<file path="config.mk">
export PLATFORM = sky130hd
export DESIGN_NAME = store_fwd_queue
export DESIGN_NICKNAME = d
export VERILOG_FILES = /design/src/rtl/sq_pkg.sv /design/src/rtl/sq_range_cmp.sv /design/src/rtl/sq_youngest_pick.sv /design/src/rtl/sq_align.sv /design/src/rtl/store_fwd_queue.sv
export SDC_FILE = /design/constraint.sdc
export NUM_CORES = 2
export LEC_CHECK = 0
export BUFFER_PORTS_ARGS = -buffer_cell sky130_fd_sc_hd__buf_4
export CELL_PAD_IN_SITES_DETAIL_PLACEMENT = 1
export CELL_PAD_IN_SITES_GLOBAL_PLACEMENT = 1
export CORE_ASPECT_RATIO = 1.1
export CORE_UTILIZATION = 45
export CTS_CLUSTER_SIZE = 14
export DETAILED_ROUTE_END_ITERATION = 10
export PLACE_DENSITY_LB_ADDON = 0.1
export REMOVE_ABC_BUFFERS = 1
export SLEW_MARGIN = 20
export SYNTH_ARGS = -nofsm -noshare
export SYNTH_HDL_FRONTEND = slang
export SYNTH_SLANG_ARGS = --single-unit
</file>
<file path="constraint.sdc">
create_clock -name clk -period 25.3 [get_ports clk]
set_input_delay 5.06 -clock clk [delete_from_list [all_inputs] [get_ports clk]]
set_output_delay 5.06 -clock clk [all_outputs]
set_load 0.02 [all_outputs]
</file>
<file path="src/rtl/sq_pkg.sv">
package sq_pkg;

    typedef enum logic [1:0] {
        RES_CACHE = 2'd0,
        RES_FWD   = 2'd1,
        RES_STALL = 2'd2
    } res_kind_e;

endpackage

</file>
<file path="src/rtl/sq_range_cmp.sv">
// Compares one store's byte range against the load's byte range.
module sq_range_cmp #(
    parameter int ADDR_W = 16,
    parameter int LEN_W  = 4,
    parameter int OFF_W  = 3
) (
    input  logic [ADDR_W-1:0] st_addr,
    input  logic [LEN_W-1:0]  st_len,
    input  logic [ADDR_W-1:0] ld_addr,
    input  logic [LEN_W-1:0]  ld_len,
    output logic              hit_any,
    output logic              hit_full,
    output logic [OFF_W-1:0]  offset
);
    localparam int EW = ADDR_W + 1;

    logic [EW-1:0] s_lo, s_hi, l_lo, l_hi;

    always_comb begin
        s_lo     = {1'b0, st_addr};
        l_lo     = {1'b0, ld_addr};
        s_hi     = s_lo + {{(EW-LEN_W){1'b0}}, st_len};
        l_hi     = l_lo + {{(EW-LEN_W){1'b0}}, ld_len};
        // half-open ranges [lo, hi) intersect
        hit_any  = (l_lo < s_hi) && (s_lo < l_hi);
        // load range inside store range
        hit_full = (l_lo >= s_lo) && (l_hi <= s_hi);
        // distance is below DBYTES when contained, so low bits suffice
        offset   = ld_addr[OFF_W-1:0] - st_addr[OFF_W-1:0];
    end
endmodule

</file>
<file path="src/rtl/sq_youngest_pick.sv">
// Picks the youngest entry among the hits, walking ages from the head.
module sq_youngest_pick #(
    parameter int DEPTH = 8,
    parameter int PTR_W = 3
) (
    input  logic [DEPTH-1:0] hit_vec,
    input  logic [PTR_W-1:0] head,
    output logic             found,
    output logic [PTR_W-1:0] sel
);
    logic [PTR_W-1:0] idx;

    always_comb begin
        found = 1'b0;
        sel   = '0;
        idx   = '0;
        for (int k = 0; k < DEPTH; k++) begin
            idx = head + PTR_W'(k);
            if (hit_vec[idx]) begin
                found = 1'b1;
                sel   = idx;
            end
        end
    end
endmodule

</file>
<file path="src/rtl/sq_align.sv">
// Shifts the chosen store's data down by the byte offset, keeps load-size bytes.
module sq_align #(
    parameter int DBYTES = 8,
    parameter int OFF_W  = 3,
    parameter int LEN_W  = 4
) (
    input  logic [8*DBYTES-1:0] st_data,
    input  logic [OFF_W-1:0]    offset,
    input  logic [LEN_W-1:0]    ld_len,
    output logic [8*DBYTES-1:0] fwd_data
);
    logic [8*DBYTES-1:0] shifted;

    always_comb begin
        shifted = st_data >> {offset, 3'b000};
    end

    for (genvar b = 0; b < DBYTES; b++) begin : g_byte
        assign fwd_data[8*b +: 8] = (LEN_W'(b) < ld_len) ? shifted[8*b +: 8] : 8'h00;
    end
endmodule

</file>
<file path="src/rtl/store_fwd_queue.sv">
module store_fwd_queue
    import sq_pkg::*;
#(
    parameter int DEPTH  = 8,
    parameter int ADDR_W = 16,
    parameter int DBYTES = 8,
    localparam int SZC_W = $clog2($clog2(DBYTES) + 1),
    localparam int DW    = 8 * DBYTES
) (
    input  logic              clk,
    input  logic              rst_n,
    input  logic              st_alloc,
    input  logic [ADDR_W-1:0] st_addr,
    input  logic [SZC_W-1:0]  st_szc,
    input  logic [DW-1:0]     st_data,
    input  logic              st_commit,
    input  logic              ld_valid,
    input  logic [ADDR_W-1:0] ld_addr,
    input  logic [SZC_W-1:0]  ld_szc,
    output logic              res_valid,
    output logic [1:0]        res_kind,
    output logic [DW-1:0]     res_data,
    output logic              sq_full,
    output logic              sq_empty
);
    localparam int PTR_W = $clog2(DEPTH);
    localparam int CNT_W = $clog2(DEPTH + 1);
    localparam int OFF_W = $clog2(DBYTES);
    localparam int LEN_W = OFF_W + 1;

    typedef struct packed {
        logic [ADDR_W-1:0] addr;
        logic [SZC_W-1:0]  szc;
        logic [DW-1:0]     data;
    } ent_t;

    typedef struct packed {
        ent_t [DEPTH-1:0] ent;
        logic [PTR_W-1:0] head;
        logic [PTR_W-1:0] tail;
        logic [CNT_W-1:0] cnt;
        logic             res_v;
        res_kind_e        res_k;
        logic [DW-1:0]    res_d;
    } state_t;

    state_t s_d, s_q;

    logic [DEPTH-1:0] valid_vec, any_raw, full_raw, hit_vec;
    logic [OFF_W-1:0] off_vec [DEPTH];
    logic [LEN_W-1:0] ent_len [DEPTH];
    logic [LEN_W-1:0] ld_len;
    logic [PTR_W-1:0] age;
    logic             found;
    logic [PTR_W-1:0] sel;
    logic [DW-1:0]    fwd_data;
    logic             do_alloc, do_commit;

    assign ld_len = LEN_W'(1) << ld_szc;

    // live entries are the cnt slots starting at head
    always_comb begin
        age = '0;
        for (int i = 0; i < DEPTH; i++) begin
            age          = PTR_W'(i) - s_q.head;
            valid_vec[i] = CNT_W'(age) < s_q.cnt;
        end
    end

    for (genvar i = 0; i < DEPTH; i++) begin : g_cmp
        assign ent_len[i] = LEN_W'(1) << s_q.ent[i].szc;
        sq_range_cmp #(
            .ADDR_W(ADDR_W),
            .LEN_W (LEN_W),
            .OFF_W (OFF_W)
        ) u_cmp (
            .st_addr (s_q.ent[i].addr),
            .st_len  (ent_len[i]),
            .ld_addr (ld_addr),
            .ld_len  (ld_len),
            .hit_any (any_raw[i]),
            .hit_full(full_raw[i]),
            .offset  (off_vec[i])
        );
    end

    assign hit_vec = any_raw & valid_vec;

    sq_youngest_pick #(
        .DEPTH(DEPTH),
        .PTR_W(PTR_W)
    ) u_pick (
        .hit_vec(hit_vec),
        .head   (s_q.head),
        .found  (found),
        .sel    (sel)
    );

    sq_align #(
        .DBYTES(DBYTES),
        .OFF_W (OFF_W),
        .LEN_W (LEN_W)
    ) u_align (
        .st_data (s_q.ent[sel].data),
        .offset  (off_vec[sel]),
        .ld_len  (ld_len),
        .fwd_data(fwd_data)
    );

    assign do_alloc  = st_alloc && (s_q.cnt < CNT_W'(DEPTH));
    assign do_commit = st_commit && (s_q.cnt != '0);

    always_comb begin
        s_d = s_q;
        if (do_alloc) begin
            s_d.ent[s_q.tail].addr = st_addr;
            s_d.ent[s_q.tail].szc  = st_szc;
            s_d.ent[s_q.tail].data = st_data;
            s_d.tail               = s_q.tail + 1'b1;
        end
        if (do_commit) begin
            s_d.head = s_q.head + 1'b1;
        end
        s_d.cnt = s_q.cnt + CNT_W'(do_alloc) - CNT_W'(do_commit);

        s_d.res_v = ld_valid;
        s_d.res_k = RES_CACHE;
        s_d.res_d = '0;
        if (ld_valid && found) begin
            if (full_raw[sel]) begin
                s_d.res_k = RES_FWD;
                s_d.res_d = fwd_data;
            end else begin
                s_d.res_k = RES_STALL;
            end
        end
    end

    always_ff @(posedge clk) begin
        if (!rst_n) s_q <= '0;
        else        s_q <= s_d;
    end

    assign res_valid = s_q.res_v;
    assign res_kind  = s_q.res_k;
    assign res_data  = s_q.res_d;
    assign sq_full   = (s_q.cnt == CNT_W'(DEPTH));
    assign sq_empty  = (s_q.cnt == '0);

    a_r2_cnt_bound: assert property (@(posedge clk) disable iff (!rst_n)
        s_q.cnt <= CNT_W'(DEPTH));

    a_r2_full_ignore: assert property (@(posedge clk) disable iff (!rst_n)
        (sq_full && st_alloc && !st_commit) |=> (sq_full && $stable(s_q.tail)));

    a_r3_empty_commit: assert property (@(posedge clk) disable iff (!rst_n)
        (sq_empty && st_commit && !st_alloc) |=> (sq_empty && $stable(s_q.head)));

    a_r4_res_follows: assert property (@(posedge clk) disable iff (!rst_n)
        ld_valid |=> res_valid);

    a_r4_res_idle: assert property (@(posedge clk) disable iff (!rst_n)
        !ld_valid |=> !res_valid);

    a_r6_stall_no_data: assert property (@(posedge clk) disable iff (!rst_n)
        (res_valid && res_kind == 2'd2) |-> (res_data == '0));

    a_r7_cache_no_data: assert property (@(posedge clk) disable iff (!rst_n)
        (res_valid && res_kind == 2'd0) |-> (res_data == '0));

    a_r8_pick_is_hit: assert property (@(posedge clk) disable iff (!rst_n)
        found |-> (hit_vec[sel] && valid_vec[sel]));

    a_r5_fwd_needs_contain: assert property (@(posedge clk) disable iff (!rst_n)
        (ld_valid && !found) |=> (res_kind != 2'd1));
endmodule

</file>
==> impl_metrics.csv <==
group,metric,value,unit
global_routing,grt_pass1_wl,317000,um
timing,min_period_over_period,56.4,%
power_and_ir_drop,combPwrFrac,66.4,%
drt,drt-total-wl,214000,um
clocking,worst_skew_pair.late_latency,0.68,ns
setup_path,slowest_stage,"nand3_1",
power_and_ir_drop,seqPwrFrac,16.5,%
clocking,htreeDepth,3,
power_and_ir_drop,netSwitchingFraction,56.2,%
place,post-place-ws,10.58,ns
floorplan,die_w,321,um
synthesis,synth.avg_cell_area,7.96,um^2
synthesis,synthCells,6316,
cells_and_area,final_layout_size_suffix_gt1_share,7.93,%
timing,relSlewSlack,19.6,%
clocking,cts_buffers,86,
timing,min_period,14.28,ns
synthesis,ys_seq_elements,733,
clocking,ctsResizeCount,0,
drt,viasPerCell,6.20,
power_and_ir_drop,leakage,20.0,nW
cells_and_area,area_growth_syn_to_layout,9.01,%
global_routing,grtUsageTotal,37.1,%
power_and_ir_drop,clkPwrFrac,17.1,%
timing,fin_worst_skew,0.0257,ns
cells_and_area,final_common_cell,"nand2_1",
synthesis,synth.distinct_cells,99,
timing,setup_ws,11.02,ns
cells_and_area,fin_nets,6835,
global_routing,antenna_found_initial,7,
run,max_cap_viol_count,0,
synthesis,synthArstFlopShare,0,%
floorplan,rows,128,
status,status,"completed",
cells_and_area,nFillCells,13400,
floorplan,coreArea,111000,um^2
clocking,clkTransAtPathRegs,0.06,ns
drt,drc,0,
power_and_ir_drop,power.switching,4.40,mW
power_and_ir_drop,powerDensity,143,nW/um^2
timing,rsz0062_at_grt,"no",
floorplan,num_io_pins,174,
synthesis,yosysSeqAreaShare,29.2,%
synthesis,ys.flop_type,"dfxtp_1",
global_routing,grt.overflow.total,0,
timing,hold_violations,0,
power_and_ir_drop,ir_drop,0.000273,V
worst_hold_path,worstHoldStart,"s_q[630]",
global_routing,grt_pass1_vias,49100,
place,place.detailed.hpwl,150000,um
timing,slew_viol_final,0,
clocking,cts_tree,"yes",
clocking,clock-sinks,733,
timing,finalSetupViolations,0,
clocking,cts_setup_buffers,0,
synthesis,synth_edf_count,0,
power_and_ir_drop,intPower,3.43,mW
setup_path,critPathRequiredTime,25.88,ns
drt,firstDrtPassIters,5,
drt,drt-initial-drc-count,3620,
timing,worstMarginPinSlew,1.20,ns
floorplan,die_area,113000,um^2
floorplan,initial_core_util,45.4,%
timing,max_freq,0.0700,GHz
place,portBuffers,173,
synthesis,netlist_area,50300,um^2
cells_and_area,final_cell_mix,"nand2_1 (1552), dfxtp_1 (733), a21boi_0 (661)",
setup_path,crit_fanout,74,
synthesis,yosysWarnings,0,
drt,dr_total_vias,47800,
setup_path,critPathArrivalTime,14.86,ns
global_routing,grt_max_degree,221,
clocking,cts_root_buf,"clkbuf_16",
setup_path,r2r_start,"s_q[74]",
setup_path,startpoint_type,"input pin",
setup_path,endpoint_kind,"flip-flop",
timing,final.setup.tns,0,ns
clocking,clockBufferDepth,3,
setup_path,cp-startpoint,"ld_addr[1]",
clocking,ctsHoldBuffers,0,
worst_hold_path,hold_path.class,"reg -> reg",
place,gp_congestion,0.964,
drt,wire_per_inst,27.7,um
setup_path,crit_type,"in -> reg",
setup_path,crit_path_max_incr_delay,0.87,ns
drt,drtAntennaViolNets,0,
setup_path,cp_common_cell,"buf_4",
floorplan,die_y,352,um
-- per-layer routing --
| metal | GRT usage, % | part of all wire, % | vias up |
|---|---|---|---|
| li1 | - | - | 21800 |
| met1 | 42.4 | 39 | 23800 |
| met2 | 63.3 | 48 | 1562 |
| met3 | 5.75 | 5.7 | 675 |
| met4 | 26.0 | 8.1 | 8 |
| met5 | 0 | 0.022 | - |
-- path summary, 6_finish.rpt --
check	to	slack (ns)	depth (start not counted)
setup reg to reg	res_data[50]	14.87	24
hold reg to reg	s_q[630]	0.46	2
setup / recovery	res_data[50]	11.02	29
hold / removal	s_q[630]	0.46	2
-- registers in the layout (all words and copies together), names as in the netlist --
| register | cells |
|---|---|
| res_data | 64 |
| res_valid | 1 |
| s_q | 666 |
| res_kind | 2 |
-- cells in the mapped netlist (23+ instances only) --
cell	number	share of area, %
mux2i_1	106	2.1
or4_1	25	0.37
dfxtp_1	733	29
a21o_1	108	1.6
o21a_1	46	0.69
xnor2_1	121	2.1
nand3_1	111	1.1
nor2b_1	62	0.77
o21ai_0	212	2.1
a31oi_1	33	0.41
o2111ai_1	68	1.2
nand2_1	1554	12
a221oi_1	51	0.89
a211oi_1	52	0.78
o22ai_1	30	0.37
nor3_1	52	0.52
nor2_1	136	1.0
and3_1	84	1.0
and2_1	27	0.34
inv_1	248	1.9
and4_1	23	0.40
nand2b_1	24	0.30
buf_2	39	0.39
clkbuf_1	305	2.3
o211ai_1	73	1.1
buf_4	157	2.3
ha_1	561	14
a21boi_0	661	9.9
a21oi_1	189	1.9
nand4_1	93	1.2
-- metrics by stage --
step	utilization [%]	power, mW	hold slack (ns)	cells	area, um^2
after global routing	49.5	8.09	0.479	7715	54800
after detailed placement	46.8	6.38	0.455	7558	51700
after global placement	46.8	6.34	0.448	7558	51700
after floorplan	-	4.26	0.439	5797	47600
after CTS	49.5	7.75	0.463	7715	54800
final	49.5	7.83	0.461	7718	54800
-- worst max-delay path, delay by kind of cell --
kind,cells,cell delay (ns)
xor gates and xnor gates,1,0.75
adders and majority gates,2,0.56
buffers and inverters,4,1.34
and+or+nand+nor,13,3.99
muxes,1,0.32
AOI/OAI and AO/OA,8,2.72
-- final cells by class --
class | instances | area [um^2] | area share, %
repair buffers | 266 | 2030 | 3.70
clock inverters | 26 | 380 | 0.694
diodes | 3 | 7.51 | 0.0137
flip-flops and latches | 733 | 14700 | 26.8
inverters | 253 | 950 | 1.73
well taps | 1495 | 1870 | 3.41
clock buffers | 131 | 2650 | 4.83
multi-input cells | 4811 | 32200 | 58.8
-- kinds of logic (layout without fill, tap and decap cells) --
family / count (synthesis) / count (layout) / synth area share, %
AND/OR/NAND/NOR: 2284 / 2284 / 20.1
AO/OA/AOI/OAI: 1691 / 1691 / 24.1
buffers and inverters: 772 / 676 / 7.10
flip-flops: 733 / 733 / 29.2
adder cells (fa/ha/maj): 579 / 579 / 14.7
XOR/XNOR: 143 / 143 / 2.49
multiplexers: 114 / 114 / 2.33
other: 0 / 3 / 0
-- power groups by stage --
stage,registers (mW),clock network [mW],logic [mW]
2_1_floorplan,1.29,0,2.97
3_3_place_gp,1.31,0,5.03
3_5_place_dp,1.31,0,5.07
4_1_cts,1.28,1.36,5.10
5_1_grt,1.29,1.40,5.40
6_report,1.29,1.34,5.20
(Power assumes the default switching activity.)
